--- src/rtl/nvbit_pkg.sv ---
package nvbit_pkg;
  typedef enum logic [1:0] {
    OP_ERASE = 2'b00,
    OP_BEGIN = 2'b01,
    OP_END   = 2'b10,
    OP_READ  = 2'b11
  } nv_op_e;

  typedef enum logic [2:0] {
    S_IDLE, S_ERASE, S_WRITE, S_WAIT_END, S_SETTLE, S_READ
  } nv_state_e;

  function automatic int max3(input int a, input int b, input int c);
    int m;
    m = (a > b) ? a : b;
    return (m > c) ? m : c;
  endfunction
endpackage

--- src/rtl/nvbit_array.sv ---
module nvbit_array #(
  parameter int N_WORDS = 8,
  parameter int WORD_W  = 16,
  localparam int AW  = $clog2(N_WORDS * WORD_W),
  localparam int BW  = $clog2(WORD_W),
  localparam int WAW = $clog2(N_WORDS)
) (
  input  logic              clk_i,
  input  logic              rst_ni,
  input  logic              clr_i,
  input  logic              set_i,
  input  logic [AW-1:0]     set_addr_i,
  input  logic [AW-1:0]     rd_addr_i,
  output logic              rd_bit_o,
  input  logic [WAW-1:0]    ref_word_i,
  output logic [WORD_W-1:0] ref_word_o
);
  logic [WORD_W-1:0] mem [N_WORDS];

  for (genvar w = 0; w < N_WORDS; w++) begin : g_word
    always_ff @(posedge clk_i or negedge rst_ni) begin
      if (!rst_ni)
        mem[w] <= '0;
      else if (clr_i)
        mem[w] <= '0;
      else if (set_i && set_addr_i[AW-1:BW] == WAW'(w))
        mem[w][set_addr_i[BW-1:0]] <= 1'b1;  // program only raises bits
    end
  end

  assign rd_bit_o   = mem[rd_addr_i[AW-1:BW]][rd_addr_i[BW-1:0]];
  assign ref_word_o = mem[ref_word_i];
endmodule

--- src/rtl/nvbit_seq.sv ---
module nvbit_seq
  import nvbit_pkg::*;
#(
  parameter int AW         = 7,
  parameter int BUSY_CYC   = 6_250_000,
  parameter int SETTLE_CYC = 125_000,
  parameter int READ_CYC   = 25_000,
  localparam int CNT_W = $clog2(max3(BUSY_CYC, SETTLE_CYC, READ_CYC) + 1)
) (
  input  logic          clk_i,
  input  logic          rst_ni,
  input  logic          cs_i,
  input  logic          we_i,
  input  logic          cmd_valid_i,
  input  logic [1:0]    cmd_op_i,
  input  logic [AW-1:0] cmd_addr_i,
  input  logic          rd_bit_i,
  output logic          accept_o,
  output logic          erase_go_o,
  output logic          busy_o,
  output logic          wait_end_o,
  output logic          set_o,
  output logic [AW-1:0] set_addr_o,
  output logic          clr_o,
  output logic [AW-1:0] rd_addr_o,
  output logic          rd_valid_o,
  output logic          rd_data_o,
  output logic          addr_err_o
);
  localparam logic [CNT_W-1:0] BUSY_LD   = CNT_W'(BUSY_CYC - 1);
  localparam logic [CNT_W-1:0] SETTLE_LD = CNT_W'(SETTLE_CYC - 1);
  localparam logic [CNT_W-1:0] READ_LD   = CNT_W'(READ_CYC - 1);

  nv_state_e        st;
  logic [CNT_W-1:0] cnt;
  logic [AW-1:0]    pend_q, rd_addr_q;
  nv_op_e           op;
  logic             go, done;
  logic             acc_erase, acc_begin, acc_read, acc_end;

  assign op        = nv_op_e'(cmd_op_i);
  assign go        = cmd_valid_i && cs_i;
  assign done      = (cnt == '0);
  assign acc_erase = (st == S_IDLE) && go && we_i && (op == OP_ERASE);
  assign acc_begin = (st == S_IDLE) && go && we_i && (op == OP_BEGIN);
  assign acc_read  = (st == S_IDLE) && go && (op == OP_READ);
  assign acc_end   = (st == S_WAIT_END) && go && we_i && (op == OP_END);

  assign accept_o   = acc_erase || acc_begin || acc_read || acc_end;
  assign erase_go_o = acc_erase;
  assign busy_o     = (st == S_ERASE) || (st == S_WRITE) || (st == S_SETTLE) || (st == S_READ);
  assign wait_end_o = (st == S_WAIT_END);
  assign set_o      = acc_end;
  assign set_addr_o = pend_q;            // commit begin address even on mismatch
  assign clr_o      = (st == S_ERASE) && done;
  assign rd_addr_o  = rd_addr_q;

  always_ff @(posedge clk_i or negedge rst_ni) begin
    if (!rst_ni) begin
      st         <= S_IDLE;
      cnt        <= '0;
      pend_q     <= '0;
      rd_addr_q  <= '0;
      rd_valid_o <= 1'b0;
      rd_data_o  <= 1'b0;
      addr_err_o <= 1'b0;
    end else begin
      rd_valid_o <= 1'b0;
      addr_err_o <= 1'b0;
      case (st)
        S_IDLE: begin
          if (acc_erase) begin
            st  <= S_ERASE;
            cnt <= BUSY_LD;
          end else if (acc_begin) begin
            st     <= S_WRITE;
            cnt    <= BUSY_LD;
            pend_q <= cmd_addr_i;
          end else if (acc_read) begin
            st        <= S_READ;
            cnt       <= READ_LD;
            rd_addr_q <= cmd_addr_i;
          end
        end
        S_ERASE:  if (done) st <= S_IDLE;     else cnt <= cnt - CNT_W'(1);
        S_WRITE:  if (done) st <= S_WAIT_END; else cnt <= cnt - CNT_W'(1);
        S_WAIT_END: begin
          if (acc_end) begin
            st         <= S_SETTLE;
            cnt        <= SETTLE_LD;
            addr_err_o <= (cmd_addr_i != pend_q);
          end
        end
        S_SETTLE: if (done) st <= S_IDLE; else cnt <= cnt - CNT_W'(1);
        S_READ: begin
          if (done) begin
            st         <= S_IDLE;
            rd_valid_o <= 1'b1;
            rd_data_o  <= rd_bit_i;
          end else begin
            cnt <= cnt - CNT_W'(1);
          end
        end
        default: st <= S_IDLE;
      endcase
    end
  end
endmodule

--- src/rtl/nvbit_wear.sv ---
module nvbit_wear #(
  parameter int LIMIT = 100,
  localparam int CW = $clog2(LIMIT + 2)
) (
  input  logic clk_i,
  input  logic rst_ni,
  input  logic inc_i,
  output logic wear_o
);
  logic [CW-1:0] cnt;

  always_ff @(posedge clk_i or negedge rst_ni) begin
    if (!rst_ni)                 cnt <= '0;
    else if (inc_i && cnt != '1) cnt <= cnt + CW'(1);
  end

  assign wear_o = (cnt > CW'(LIMIT));
endmodule

--- src/rtl/nvbit_ctrl.sv ---
module nvbit_ctrl #(
  parameter int N_WORDS    = 8,
  parameter int WORD_W     = 16,
  parameter int RSVD_W     = 4,
  parameter int ZERO_WORD  = 5,
  parameter int BUSY_CYC   = 6_250_000,
  parameter int SETTLE_CYC = 125_000,
  parameter int READ_CYC   = 25_000,
  parameter int WEAR_LIMIT = 100,
  localparam int AW    = $clog2(N_WORDS * WORD_W),
  localparam int WAW   = $clog2(N_WORDS),
  localparam int PAY_W = WORD_W - RSVD_W
) (
  input  logic             clk_i,
  input  logic             rst_ni,
  input  logic             cs_i,
  input  logic             we_i,
  input  logic             cmd_valid_i,
  input  logic [1:0]       cmd_op_i,
  input  logic [AW-1:0]    cmd_addr_i,
  output logic             cmd_accept_o,
  output logic             busy_o,
  output logic             wait_end_o,
  output logic             addr_err_o,
  output logic             rd_valid_o,
  output logic             rd_data_o,
  input  logic [WAW-1:0]   ref_word_i,
  output logic [PAY_W-1:0] ref_data_o,
  output logic             ref_rsvd_ok_o,
  output logic             wear_o
);
  logic              set, clr, erase_go, rd_bit;
  logic [AW-1:0]     set_addr, rd_addr;
  logic [WORD_W-1:0] ref_word;

  nvbit_seq #(
    .AW(AW), .BUSY_CYC(BUSY_CYC), .SETTLE_CYC(SETTLE_CYC), .READ_CYC(READ_CYC)
  ) u_seq (
    .clk_i, .rst_ni, .cs_i, .we_i, .cmd_valid_i, .cmd_op_i, .cmd_addr_i,
    .rd_bit_i   (rd_bit),
    .accept_o   (cmd_accept_o),
    .erase_go_o (erase_go),
    .busy_o, .wait_end_o,
    .set_o      (set),
    .set_addr_o (set_addr),
    .clr_o      (clr),
    .rd_addr_o  (rd_addr),
    .rd_valid_o, .rd_data_o, .addr_err_o
  );

  nvbit_array #(.N_WORDS(N_WORDS), .WORD_W(WORD_W)) u_arr (
    .clk_i, .rst_ni,
    .clr_i      (clr),
    .set_i      (set),
    .set_addr_i (set_addr),
    .rd_addr_i  (rd_addr),
    .rd_bit_o   (rd_bit),
    .ref_word_i,
    .ref_word_o (ref_word)
  );

  nvbit_wear #(.LIMIT(WEAR_LIMIT)) u_wear (
    .clk_i, .rst_ni, .inc_i(erase_go), .wear_o
  );

  assign ref_data_o    = ref_word[PAY_W-1:0];
  assign ref_rsvd_ok_o = (ref_word[WORD_W-1:PAY_W] == '0) &&
                         !((ref_word_i == WAW'(ZERO_WORD)) && (ref_word != '0));
endmodule

--- config.mk ---
export PLATFORM = sky130hd
export DESIGN_NAME = nvbit_ctrl
export DESIGN_NICKNAME = d
export VERILOG_FILES = /design/src/rtl/nvbit_pkg.sv /design/src/rtl/nvbit_array.sv /design/src/rtl/nvbit_seq.sv /design/src/rtl/nvbit_wear.sv /design/src/rtl/nvbit_ctrl.sv
export SDC_FILE = /design/constraint.sdc
export NUM_CORES = 1
export LEC_CHECK = 0
export ABC_CLOCK_PERIOD_IN_PS = 3850
export BUFFER_PORTS_ARGS = -buffer_cell sky130_fd_sc_hd__buf_4
export CAP_MARGIN = 20
export CORE_UTILIZATION = 40
export DETAILED_ROUTE_END_ITERATION = 8
export GPL_TIMING_DRIVEN = 0
export SYNTH_ARGS = -nofsm -noshare
export SYNTH_HDL_FRONTEND = slang
export SYNTH_SLANG_ARGS = --single-unit
--- constraint.sdc ---
create_clock -name clk_i -period 3.85 [get_ports clk_i]
set_input_delay 0.77 -clock clk_i [delete_from_list [all_inputs] [get_ports clk_i]]
set_output_delay 0.77 -clock clk_i [all_outputs]
set_load 0.02 [all_outputs]
==> flow_summary.ini, run 1 <==
[status]
status = finished, final reports clean

[logic_synthesis]
synth_edf_count = 0
synthXorXnorAreaFrac_pct = 1.038
synthAdderAreaFrac_pct = 0.4044
seq_area_frac_synth_pct = 47.98
synth_area_leader_cell = dfrtp_1
synthTopCellsByArea = dfrtp_1 48%, mux4_2 9.2%, a21oi_1 7.9%
ys.flop_type = dfrtp_1
synth_top_family_by_area = multiplexers
syn_inst = 916
synthArstFlopShare_pct = 100.0
synth-simple-area-share_pct = 15.20
yosysTopAreaCellShare_pct = 47.98
yosys-mux-area-fraction_pct = 16.67
ys_types = 59
yosysMostFrequentCell = dfrtp_1
synthesis.nets = 936
ys_top_cells_by_count = 178 x dfrtp_1, 165 x nor2_1, 147 x a21oi_1
ys_ff_latch = 178
synth.avg_cell_area_sq_um = 10.13
synth_compound_area_share_pct = 15.15
yosys_warnings = 0
syn_area_sq_mm = 0.009283

[global_routing]
grtUsageTotal_pct = 24.89
grt_overflow = 0
grt_pass1_wl_um = 44580
grt_max_degree = 95
grt_antenna_before_repair = 0
grt_pass1_vias = 7450

[detailed_routing]
via_per_inst = 5.983
ant_nets = 0
routed_wl_um = 28160
drt-pass1-iter-count = 9
dr_total_vias = 7611
route.detailed.drc = 0
drtIter0Drc = 654
wl_per_cell_um = 22.14

[cells_and_area]
fin_cells = 1272
finalInstanceArea_sq_mm = 0.01052
drive_gt1_share_pct = 17.33
area_growth_pct = 13.36
finalNetCount = 995
diodes = 0

[sta]
setup_viol = 0
worstMarginPinSlew_ns = 1.188
min_period_ns = 3.725
rsz0062_at_grt = false
period_share_pct = 96.76
slew_headroom_pct = 20.19
fin_hold_ws_ns = 0.3559
skew_ns = 0.009640
hold_viol = 0
timing.fmax_mhz = 268.4
slew_viol_final = 0

[cts]
clk_latency_ns = 0.44
clock-sinks = 178
post_cts_buffers = 0
htree_levels = 4
clockRootBuffer = clkbuf_16
clk_path_buf_depth = 2
cts_buffers = 17
cts_tree = built
clk_pin_slew_ns = 0.07
cts_hold_buf = 0

[worst_setup_path]
path_cells = clkbuf_2 -> mux4_2 -> nor4_1 -> and4_1 -> o21ai_0 -> o21ai_0 -> buf_4
cp_num_buf_inv = 2
crit_top_cell = o21ai_0
cp_max_fo = 10
end_kind = primary output
critPathTopFamily = simple AND/OR/NAND/NOR gates
max_stage_delay_ns = 0.60
worstPathRequired_ns = 3.08
crit_type = input pin to primary output
critPathLaunchType = input pin
reg2reg_slack_ns = 0.51
arrival_ns = 2.96
cp_slowest_cell = mux4_2

[pwr]
pwr_density_cell_mw_per_mm2 = 565.6
vdd_ir_drop_max_mv = 0.3619
seq_power_share_pct = 38.6
clkPwrFrac_pct = 27.8
p_sw_share_pct = 38.09
intPower_w = 0.003684
p_leak_nw = 4.865
power_switching_w = 0.002267
combPwrFrac_pct = 33.6

[run]
max_cap_viol_count = 0

[placement]
place_congestion = 0.8827
dp_hpwl_um = 19330
place_area_sq_mm = 0.009947
placed_cells = 1239
port_buffers = 34

[floorplan]
die-area_sq_mm = 0.02382
chipHeight_um = 154.3
core-area_sq_mm = 0.02271
rows = 55
start_util_pct = 40.88
die_w_um = 154.3
pin_count = 37

[worst_hold_path]
worst_hold_path_type = input pin to asynchronous set/reset pin
## routing by layer
metal / global-route usage [%] / wire length (um) / up-vias
li1: - / - / 3460
met1: 35.64 / 13010 / 3824
met2: 38.42 / 12880 / 292
met3: 4.763 / 1704 / 35
met4: 7.308 / 561 / 0
met5: 0 / 0 / -
## path summary, 6_finish.rpt
check	start	endpoint	cells past startpoint
worst max-delay path	ref_word_i[0]	ref_rsvd_ok_o	7
worst min-delay path	rst_ni	u_arr.mem[114]	1
worst max register to register	u_seq.rd_addr_o[5]	u_seq.rd_data_o	10
worst min register to register	u_seq.rd_data_o	u_seq.rd_data_o	2
max in group asynchronous	rst_ni	u_arr.mem[57]	2
min in group clk_i	u_seq.rd_data_o	u_seq.rd_data_o	2
## layout by cell type, fill, tap and decap left out, drive strengths merged, types with 3 or more instances in the layout
cell type,instances
clkinvlp,4
nand3b,3
mux2,25
a211oi,5
a2111oi,4
nor2,165
a21oi,147
nor3,28
clkinv,5
and2,3
buf,61
or4,5
ha,3
clkbuf,55
xnor2,7
o21ai,37
inv,15
mux4,38
nand2,40
nor2b,5
nand3,10
or3,6
o31ai,5
and4,4
a22o,5
mux2i,41
nand4,6
nor4,10
a31oi,4
a22oi,15
xor2,4
dfrtp,178
nand2b,10
o22ai,3
nand4b,3
## stage by stage
| step | util [%] | setup slack (ns) | setup TNS (ns) | power, W |
|---|---|---|---|---|
| finish | 46.34 | 0.1247 | 0 | 0.005951 |
| global route | 46.34 | 0.004437 | 0 | 0.006258 |
| CTS | 46.24 | 0.06409 | 0 | 0.005949 |
| detailed placement | 43.80 | -0.2313 | -1.416 | 0.004290 |
| global placement | 43.57 | -0.2430 | -1.034 | 0.004265 |
| floorplan | - | 0.4699 | 0 | 0.003621 |
## power groups by stage
stage          combinational, W  clock (W)  sequential (W)
6_report                0.00200    0.00166         0.00230
4_1_cts                 0.00198    0.00168         0.00229
2_1_floorplan           0.00138          0         0.00224
5_1_grt                 0.00217    0.00176         0.00233
3_3_place_gp            0.00195          0         0.00232
3_5_place_dp            0.00197          0         0.00232
## what timing repair did
item / 4_1_cts / 5_1_grt
setup endpoints to repair: 7 / 5
hold endpoints to repair: 0 / 0
gates resized for setup: 4 / 4
## logic make-up after synthesis
kind of cell / Yosys count
simple gates: 305
compound gates: 244
flops: 178
mux: 104
buf+inv: 71
xor+xnor: 11
fa+ha+maj: 3
## sequential cells by signal (all words and copies together) (netlist names)
register,cells
u_seq.addr_err_o,1
u_seq.st,3
u_seq.rd_addr_o,7
u_seq.rd_valid_o,1
u_seq.cnt,23
u_seq.rd_data_o,1
u_wear.cnt,7
u_arr.mem,128
u_seq.set_addr_o,7
## cell type report
class / instances / area [sq um]
Inverter: 16 / 60.06
Sequential cell: 178 / 4454
Fill cell: 2208 / 12190
Multi-Input combinational cell: 667 / 4499
Clock inverter: 9 / 83.83
Clock buffer: 22 / 464.2
Buffer: 55 / 281.5
Tap cell: 285 / 356.6
Timing Repair Buffer: 40 / 322.8
No activity file was read; power rests on OpenSTA's default activity.
==> inputs of run 2 (changes only) <==
--- a/config.mk
+++ b/config.mk
@@ -9,8 +9,10 @@
 export BUFFER_PORTS_ARGS = -buffer_cell sky130_fd_sc_hd__buf_4
 export CAP_MARGIN = 20
 export CORE_UTILIZATION = 40
+export CTS_BUF_LIST = sky130_fd_sc_hd__clkbuf_4
 export DETAILED_ROUTE_END_ITERATION = 8
 export GPL_TIMING_DRIVEN = 0
+export MAX_ROUTING_LAYER = met4
 export SYNTH_ARGS = -nofsm -noshare
 export SYNTH_HDL_FRONTEND = slang
 export SYNTH_SLANG_ARGS = --single-unit
==> run 2 against run 1 <==
Core utilization shrank 1.3 points. Via count is 0.95% lower. Total power down 11%. Wire length shrank 0.31%. Sequential cell count unchanged. Maximum frequency about the same. Clock-buffer cell count fell by 2. Critical endpoint unchanged.
==> flow_summary.ini, run 2 (synthesis results as in run 1) <==
[status]
status = finished, final reports clean

[cells_and_area]
final_common_cell = dfrtp_1
fillers = 2265
finalNetCount = 996
fin_cells = 1274
seqCellArea_sq_mm = 0.004454
layout_common_cells = 178 x dfrtp_1, 165 x nor2_1, 147 x a21oi_1
multiInputGateArea_sq_mm = 0.004499
regMostFlops = u_arr.mem
area_growth_pct = 10.10
drive_gt1_share_pct = 17.51
largest_reg_flops = 128
top_regs = u_arr.mem x128, u_seq.cnt x23

[cts]
clk_pin_slew_ns = 0.14
cts_tree = built
cts_hold_buf = 0
cts_buffers = 17
clock-sinks = 178
clockRootBuffer = clkbuf_4
htree_levels = 4
post_cts_buffers = 0
clk_path_buf_depth = 2
clk_latency_ns = 0.58

[floorplan]
start_util_pct = 40.88
rows = 55
die-area_sq_mm = 0.02382
core-area_sq_mm = 0.02271
pin_count = 37
chipHeight_um = 154.3
die_w_um = 154.3

[worst_setup_path]
cp_slowest_cell = mux4_2
worstPathRequired_ns = 3.08
critPathLaunchType = input pin
path_cells = clkbuf_2 -> mux4_2 -> nor4_1 -> and4_1 -> o21ai_0 -> o21ai_0 -> buf_4
crit_top_cell = o21ai_0
arrival_ns = 2.96
max_stage_delay_ns = 0.60
critPathTopFamily = simple AND/OR/NAND/NOR gates
cp_max_fo = 10
cp_num_buf_inv = 2
crit_type = input pin to primary output
end_kind = primary output

[run]
max_cap_viol_count = 0

[sta]
period_share_pct = 96.76
slew_headroom_pct = 27.81
setup_slack_ns = 0.1248
slew_viol_final = 0
min_period_ns = 3.725
setup_viol = 0
timing.fmax_mhz = 268.4
skew_ns = 0.01733
worstMarginPinSlew_ns = 1.075
rsz0062_at_grt = false
hold_viol = 0

[pwr]
pwr_density_cell_mw_per_mm2 = 517.4
clkPwrFrac_pct = 18.7
intPower_w = 0.003097
p_sw_share_pct = 41.42
seq_power_share_pct = 43.4
combPwrFrac_pct = 38.0
power_switching_w = 0.002190
p_total_w = 0.005287
p_leak_nw = 4.734
vdd_ir_drop_max_mv = 0.3761

[placement]
placed_cells = 1239
place_congestion = 0.8974
dp_slack_ns = -0.2313
dp_hpwl_um = 19330
port_buffers = 34

[detailed_routing]
route.detailed.drc = 0
wl_per_cell_um = 22.04
drt-pass1-iter-count = 5
via_per_inst = 5.918
ant_nets = 0
dr_total_vias = 7539
drtIter0Drc = 624
routed_wl_um = 28080

[global_routing]
grt_pass1_wl_um = 44540
grt_overflow = 0
grt_max_degree = 95
grt_pass1_vias = 7461
grt_antenna_before_repair = 1
grtUsageTotal_pct = 25.60

[worst_hold_path]
worst_hold_path_type = input pin to asynchronous set/reset pin
## run 2: area by class of cell
class | count | share of cell area, %
Multi-Input combinational cell | 667 | 44.03
Sequential cell | 178 | 43.58
Tap cell | 285 | 3.489
Timing Repair Buffer | 41 | 3.232
Buffer | 55 | 2.693
Clock buffer | 20 | 1.469
Clock inverter | 11 | 0.8937
Inverter | 16 | 0.5877
Antenna cell | 1 | 0.02449
## run 2: repair_timing
item / CTS / global route
gates resized for setup: 4 / 2
endpoints found under the setup margin: 7 / 2
endpoints found under the hold margin: 0 / 0
## run 2: path summary, 6_finish.rpt
path	from	endpoint	slack (ns)	cells past startpoint
setup / recovery	ref_word_i[0]	ref_rsvd_ok_o	0.12	7
hold reg to reg	u_seq.cnt[18]	u_seq.cnt[18]	0.51	2
min in group clk_i	cmd_addr_i[1]	u_seq.rd_addr_o[1]	0.44	3
setup reg to reg	u_seq.rd_addr_o[5]	u_seq.rd_data_o	0.48	10
hold / removal	rst_ni	u_arr.mem[114]	0.19	1
max in group asynchronous	rst_ni	u_arr.mem[76]	2.75	2
## run 2: routing by layer
metal  part of all wire (%)  track usage, %
met1                     46           35.64
met2                     45           37.68
met3                    6.4           4.847
met4                    2.2           8.392
met5                      0               -
## run 2: worst register-to-register path, cell delays in order, from the launching register on
cell and delay [ns]:
dfrtp_1 0.35, clkbuf_1 0.40, buf_2 0.39, buf_2 0.43, buf_2 0.44, mux2i_1 0.25
a22oi_1 0.08, nand3_1 0.13, nand4_1 0.18, nor4_1 0.47, o31ai_1 0.13
## run 2: power groups by stage
stage | Clock (W) | Sequential (W) | Combinational [W]
2_1_floorplan | 0 | 0.00224 | 0.00138
3_3_place_gp | 0 | 0.00232 | 0.00195
3_5_place_dp | 0 | 0.00232 | 0.00197
4_1_cts | 0.00101 | 0.00229 | 0.00198
5_1_grt | 0.00108 | 0.00233 | 0.00218
6_report | 0.000987 | 0.00229 | 0.00201
## run 2: per-stage QoR
step	hold WS, ns	cell area (sq um)	TNS [ns]	utilization, %
after CTS	0.1893	10190	0	44.89
after global placement	0.4702	9894	-1.034	43.57
after detailed placement	0.4771	9947	-1.416	43.80
after global routing	0.2133	10220	0	45.00
final	0.1888	10220	0	45.00
after floorplan	0.4499	9283	0	-
